===== src/rtl/xps_pkg.sv =====
package xps_pkg;
  typedef enum logic [1:0] {
    PH_IDLE   = 2'd0,
    PH_SETUP  = 2'd1,
    PH_STROBE = 2'd2,
    PH_HOLD   = 2'd3
  } phase_e;
endpackage


===== src/rtl/xps_phase_ctrl.sv =====
module xps_phase_ctrl
  import xps_pkg::*;
#(
  parameter int CNT_W = 2
) (
  input  logic             clk,
  input  logic             rst_n,
  input  logic             req_rd,
  input  logic             req_wr,
  input  logic [CNT_W-1:0] rd_setup,
  input  logic [CNT_W-1:0] rd_wait,
  input  logic [CNT_W-1:0] rd_hold,
  input  logic [CNT_W-1:0] wr_setup,
  input  logic [CNT_W-1:0] wr_wait,
  input  logic [CNT_W-1:0] wr_hold,
  output phase_e           phase,
  output logic             dir_wr,
  output logic             strobe_last,
  output logic             waitreq
);
  localparam logic [CNT_W-1:0] ONE = CNT_W'(1);

  phase_e           state_q, state_d;
  logic [CNT_W-1:0] cnt_q, cnt_d, cnt;
  logic             dir_q;
  logic [CNT_W-1:0] setup_n, wait_n, hold_n;
  logic             ph_end, last, adv;

  // effective phase of the current cycle (a request starts combinationally)
  always_comb begin
    dir_wr  = (state_q == PH_IDLE) ? req_wr : dir_q;
    setup_n = dir_wr ? wr_setup : rd_setup;
    wait_n  = dir_wr ? wr_wait  : rd_wait;
    hold_n  = dir_wr ? wr_hold  : rd_hold;
    if (state_q == PH_IDLE) begin
      cnt = '0;
      if (req_rd || req_wr) phase = (setup_n != '0) ? PH_SETUP : PH_STROBE;
      else                  phase = PH_IDLE;
    end else begin
      cnt   = cnt_q;
      phase = state_q;
    end
  end

  always_comb begin
    case (phase)
      PH_SETUP:  ph_end = (cnt == setup_n - ONE);
      PH_STROBE: ph_end = (cnt == wait_n);
      PH_HOLD:   ph_end = (cnt == hold_n - ONE);
      default:   ph_end = 1'b0;
    endcase
    last        = (phase == PH_STROBE && ph_end && hold_n == '0) ||
                  (phase == PH_HOLD && ph_end);
    strobe_last = (phase == PH_STROBE) && ph_end;
    waitreq     = (phase != PH_IDLE) && !last;
    adv         = (phase != PH_IDLE);
  end

  // next-state
  always_comb begin
    state_d = phase;
    cnt_d   = cnt + ONE;
    if (ph_end) begin
      cnt_d = '0;
      case (phase)
        PH_SETUP:  state_d = PH_STROBE;
        PH_STROBE: state_d = (hold_n != '0) ? PH_HOLD : PH_IDLE;
        default:   state_d = PH_IDLE;
      endcase
    end
    if (phase == PH_IDLE) begin
      state_d = PH_IDLE;
      cnt_d   = '0;
    end
  end

  // registers
  always_ff @(posedge clk or negedge rst_n) begin
    if (!rst_n) begin
      state_q <= PH_IDLE;
      cnt_q   <= '0;
      dir_q   <= 1'b0;
    end else if (adv) begin
      state_q <= state_d;
      cnt_q   <= cnt_d;
      dir_q   <= dir_wr;
    end
  end

  AST_SETUP_BOUND: assert property (@(posedge clk) disable iff (!rst_n)
    (state_q == PH_SETUP) |-> (cnt_q < setup_n));
  AST_STROBE_BOUND: assert property (@(posedge clk) disable iff (!rst_n)
    (state_q == PH_STROBE) |-> (cnt_q <= wait_n));
  AST_HOLD_FOLLOWS_STROBE: assert property (@(posedge clk) disable iff (!rst_n)
    (state_q == PH_HOLD && cnt_q == '0) |-> ($past(phase) == PH_STROBE));
endmodule


===== src/rtl/xps_rd_capture.sv =====
module xps_rd_capture #(
  parameter int DATA_W = 32
) (
  input  logic              clk,
  input  logic              rst_n,
  input  logic              cap_en,
  input  logic              in_strobe,
  input  logic [DATA_W-1:0] s_rdata,
  output logic [DATA_W-1:0] m_rdata
);
  logic [DATA_W-1:0] rdata_q;

  always_ff @(posedge clk or negedge rst_n) begin
    if (!rst_n)      rdata_q <= '0;
    else if (cap_en) rdata_q <= s_rdata;
  end

  assign m_rdata = in_strobe ? s_rdata : rdata_q;

  AST_CAPTURE_KEPT: assert property (@(posedge clk) disable iff (!rst_n)
    $past(cap_en) && !in_strobe |-> (m_rdata == $past(s_rdata)));
endmodule


===== src/rtl/xfer_phase_seq.sv =====
module xfer_phase_seq
  import xps_pkg::*;
#(
  parameter int ADDR_W = 16,
  parameter int DATA_W = 32,
  parameter int CNT_W  = 2
) (
  input  logic              clk,
  input  logic              rst_n,
  input  logic [CNT_W-1:0]  rd_setup,
  input  logic [CNT_W-1:0]  rd_wait,
  input  logic [CNT_W-1:0]  rd_hold,
  input  logic [CNT_W-1:0]  wr_setup,
  input  logic [CNT_W-1:0]  wr_wait,
  input  logic [CNT_W-1:0]  wr_hold,
  input  logic [ADDR_W-1:0] m_addr,
  input  logic              m_read,
  input  logic              m_write,
  input  logic [DATA_W-1:0] m_wdata,
  output logic [DATA_W-1:0] m_rdata,
  output logic              m_waitreq,
  output logic              s_cs,
  output logic              s_rd_n,
  output logic              s_wr_n,
  output logic [ADDR_W-1:0] s_addr,
  output logic [DATA_W-1:0] s_wdata,
  input  logic [DATA_W-1:0] s_rdata
);
  logic   rst_meta, rst_sync;
  phase_e phase;
  logic   dir_wr, strobe_last, in_strobe;

  // asynchronous assert, synchronous release
  always_ff @(posedge clk or negedge rst_n) begin
    if (!rst_n) begin
      rst_meta <= 1'b0;
      rst_sync <= 1'b0;
    end else begin
      rst_meta <= 1'b1;
      rst_sync <= rst_meta;
    end
  end

  xps_phase_ctrl #(.CNT_W(CNT_W)) u_ctrl (
    .clk        (clk),
    .rst_n      (rst_sync),
    .req_rd     (m_read),
    .req_wr     (m_write),
    .rd_setup   (rd_setup),
    .rd_wait    (rd_wait),
    .rd_hold    (rd_hold),
    .wr_setup   (wr_setup),
    .wr_wait    (wr_wait),
    .wr_hold    (wr_hold),
    .phase      (phase),
    .dir_wr     (dir_wr),
    .strobe_last(strobe_last),
    .waitreq    (m_waitreq)
  );

  assign in_strobe = (phase == PH_STROBE);

  xps_rd_capture #(.DATA_W(DATA_W)) u_cap (
    .clk      (clk),
    .rst_n    (rst_sync),
    .cap_en   (strobe_last && !dir_wr),
    .in_strobe(in_strobe),
    .s_rdata  (s_rdata),
    .m_rdata  (m_rdata)
  );

  assign s_cs    = (phase != PH_IDLE);
  assign s_rd_n  = !(in_strobe && !dir_wr);
  assign s_wr_n  = !(in_strobe && dir_wr);
  assign s_addr  = m_addr;
  assign s_wdata = m_wdata;

  AST_QUIET_WHEN_IDLE: assert property (@(posedge clk) disable iff (!rst_sync)
    !(m_read || m_write) |-> (!s_cs && s_rd_n && s_wr_n && !m_waitreq));
  AST_WR_STROBE_ONLY_WRITE: assert property (@(posedge clk) disable iff (!rst_sync)
    !s_wr_n |-> (m_write && s_rd_n));
  AST_MASTER_HELD: assert property (@(posedge clk) disable iff (!rst_sync)
    m_waitreq |=> ($stable(m_addr) && $stable(m_wdata) && $stable(m_read) && $stable(m_write)));
  AST_WAIT_NEEDS_CS: assert property (@(posedge clk) disable iff (!rst_sync)
    m_waitreq |-> s_cs);
endmodule


===== config.mk =====
export PLATFORM = sky130hd
export DESIGN_NAME = xfer_phase_seq
export DESIGN_NICKNAME = d
export VERILOG_FILES = /design/src/rtl/xps_pkg.sv /design/src/rtl/xps_phase_ctrl.sv /design/src/rtl/xps_rd_capture.sv /design/src/rtl/xfer_phase_seq.sv
export SDC_FILE = /design/constraint.sdc
export NUM_CORES = 1
export LEC_CHECK = 0
export BUFFER_PORTS_ARGS = -buffer_cell sky130_fd_sc_hd__clkbuf_2
export CAP_MARGIN = 0
export CORE_UTILIZATION = 38
export CTS_CLUSTER_SIZE = 8
export DETAILED_ROUTE_END_ITERATION = 10
export PLACE_DENSITY = 0.78
export REMOVE_ABC_BUFFERS = 1
export SYNTH_ARGS = -nofsm -noshare
export SYNTH_HDL_FRONTEND = slang
export SYNTH_SLANG_ARGS = --single-unit

===== constraint.sdc =====
create_clock -name clk -period 3.1 [get_ports clk]
set_input_delay 0.155 -clock clk [delete_from_list [all_inputs] [get_ports clk]]
set_output_delay 0.155 -clock clk [all_outputs]
set_load 0.01 [all_outputs]

==> metrics.cfg <==
[run_status]
status=finished, violations left
violations=setup timing

[routing]
routed_wl_um=9600
drc=0
vias_per_cell=5.29
ant_nets=0
vias=2222
wire_per_inst_um=22.9
drt_iter0_markers=83
drtPass1Iterations=4

[placed_design]
dp_slack_ns=-0.612
io_buffers=83
gp_congestion=0.847
hpwl_um=6960

[synthesis]
synthCells=243
synth_cell_types=37
synth_area_leaders=dfrtp_1 37%, mux2_2 16%, buf_4 14%, mux2_1 13%, a21oi_1 2.1%
yosysTopAreaCell=dfrtp_1
synthArstFlopShare_pct=100
netlist.area_leader.share_pct=36.6
synth-edff-count=0
seq_area_frac_synth_pct=36.6
postSynthAreaPerCell_um2=11.0
ys_warn_count=0
synth_seq_cells=39
syn_area_um2=2660
ys.flop_type=dfrtp_1

[clocking]
ctsLongestPathBuffers=2
clock-root-buffer=clkbuf_8
cts-buffers-inserted=5
cts_sinks=39
clk_latency_ns=0.29
tritoncts=done
clk_pin_slew_ns=0.08
htreeDepth=2

[timing]
finalCritPeriodShare_pct=120
fin_crit_ns=3.73
rsz0062_at_grt=true
tightest_slew_ns=0.844
setup_violations=67
finalHoldViolCount=0
fin_ws_ns=-0.625
fin_skew_ns=0.00595
report.final.slew_viol_count=0
fin_tns_setup_ns=-23.58
max_freq_mhz=268
maxSlewHeadroom_pct=43.7

[global_route]
grt_use_met2_pct=34.8
grt_pass1_vias=2103
top_usage_layer=met2
grt_pass1_wl_um=13000
gr-usage-met3_pct=26.7
grt_max_degree=38
use_met1_pct=25.3
globalRouteOverflowTotal=0
track_usage_pct=25.0
antenna_found_initial=0

[floorplan]
core-area_um2=6790
io_pins=180
placementRows=30
die-area_um2=7350
start_util_pct=39.2
die_x_um=85.7
die_y_um=85.7

[critical_path]
reg2reg_to=u_cap.rdata_q[15]$_DFFE_PN0P_
rr_startpoint=u_ctrl.state_q[0]$_DFFE_PN0P_
cp-end-kind=flip-flop
required_ns=3.27
path_max_fanout=6
ff2ff_setup_slack_ns=-0.63
critPathLaunchType=flip-flop
critPathKind=flip-flop to flip-flop
worstPathArrival_ns=3.90
setup.worst_path.end=u_cap.rdata_q[15]$_DFFE_PN0P_
cp-startpoint=u_ctrl.state_q[0]$_DFFE_PN0P_
reg2reg_depth=15

[power]
ir_drop_v=0.000407
leakage_nw=1.74
clkPwrFrac_pct=9.9
power_switching_mw=1.41
switching_share_pct=36.9
power_density_nw_per_um2=1060
intPower_mw=2.41
p_comb_share_pct=67.5
pwr-share-seq_pct=22.6

[layout]
nNetsFinal=423
antennaDiodeCount=0
final_common_cell=clkbuf_2
syn_to_final_growth_pct=35.3
drive_above_1_share_pct=67.6
layout_common_cells=82 x clkbuf_2, 38 x dfrtp_1, 34 x mux2_2, 33 x buf_4, 27 x mux2_4
final_util_pct=53.0

[flow_run]
maxCapViolCount=0

[min_path]
hold_class=primary input to flip-flop

-- worst min-delay path by stage --
stage	start	end	slack [ns]	cells past startpoint
3_3_place_gp	rst_n	rst_meta$_DFF_PN0_	-0.05	1
4_1_cts	s_rdata[14]	u_cap.rdata_q[14]$_DFFE_PN0P_	0.08	2
2_1_floorplan	rst_n	rst_meta$_DFF_PN0_	-0.14	0
3_5_place_dp	rst_n	rst_meta$_DFF_PN0_	-0.06	1
6_report	s_rdata[1]	u_cap.rdata_q[1]$_DFFE_PN0P_	0.1	2
5_1_grt	s_rdata[11]	u_cap.rdata_q[11]$_DFFE_PN0P_	0.09	2
-- Yosys cell counts (2+ instances only) --
library cell,count
buf_4,49
dfrtp_1,39
mux2_2,37
mux2_1,30
a21oi_1,11
nand2_1,9
clkbuf_1,7
o21ai_0,6
nor2_1,5
ha_1,4
inv_1,4
nor3_1,4
buf_6,3
nor2b_1,3
xor2_1,3
a211oi_1,2
and3_1,2
mux2i_1,2
nand3_1,2
o211ai_1,2
or3_1,2
xnor2_1,2
-- through the flow --
stage                     std cells  instance area, µm²  power (mW)  hold WS, ns
after detailed placement        389                2990        2.76      -0.0579
after floorplan                 184                2240        2.00       -0.141
after global placement          389                2990        2.71      -0.0535
final                           420                3600        3.82       0.0978
after CTS                       407                3370        3.50       0.0781
after global routing            420                3600        4.04       0.0898
-- power by group through the flow --
stage	registers, mW	clock network (mW)	logic (mW)
after floorplan	0.842	0	1.16
after global placement	0.843	0	1.87
after detailed placement	0.857	0	1.90
after CTS	0.851	0.393	2.26
after global routing	0.888	0.412	2.74
final	0.862	0.379	2.58
-- worst max-delay path, stage by stage (launching register included) --
cell       delay, ns
dfrtp_1         0.41
or3b_4          0.42
and2_4          0.15
or3_1           0.30
o31a_1          0.14
nor3_2          0.21
or2_4           0.16
ha_4            0.17
buf_4           0.16
nor3_1          0.06
o311a_1         0.39
a211oi_4        0.19
nor2b_4         0.25
buf_12          0.15
clkbuf_16       0.15
mux2_4          0.30
-- kinds of logic (layout without fill, tap and decap cells) --
| group | Yosys count | in the layout | synth area share (%) |
|---|---|---|---|
| multiplexers | 69 | 69 | 29.1 |
| AO/OA/AOI/OAI | 29 | 29 | 7.47 |
| flip-flops | 39 | 39 | 36.6 |
| adder cells (fa/ha/maj) | 4 | 4 | 1.88 |
| other | 1 | 1 | 0.141 |
| XOR/XNOR | 5 | 5 | 1.64 |
| AND/OR/NAND/NOR | 33 | 33 | 6.53 |
| buffers and inverters | 63 | 144 | 16.6 |
-- per-layer routing --
| metal | part of all wire, % | wire [µm] |
|---|---|---|
| met1 | 35 | 3340 |
| met2 | 42 | 3990 |
| met3 | 22 | 2090 |
| met4 | 1.4 | 131 |
| met5 | 0.49 | 47 |
-- final cells by class --
cell class,instances,area [µm²]
flip-flops and latches,39,977
fillers,595,3190
inverters,4,15.0
well taps,96,120
repair buffers,132,967
clock buffers,8,100
multi-input cells,141,1420
-- sequential cells by signal, indices dropped and copies added (netlist names) --
signal	count
u_ctrl.cnt_q	2
u_ctrl.state_q	2
u_cap.rdata_q	32
u_ctrl.dir_q	1
rst_sync	1
rst_meta	1
-- what timing repair did --
item / 4_1_cts / 5_1_grt
gates cloned: 2 / 3
setup endpoints to repair: 68 / 68
endpoints found under the hold margin: 2 / 0
hold buffers: 1 / 0
setup buffers: 7 / 12
resized for setup: 37 / 28
pin swaps: 3 / 9
No activity file was read; power rests on OpenSTA's default activity.
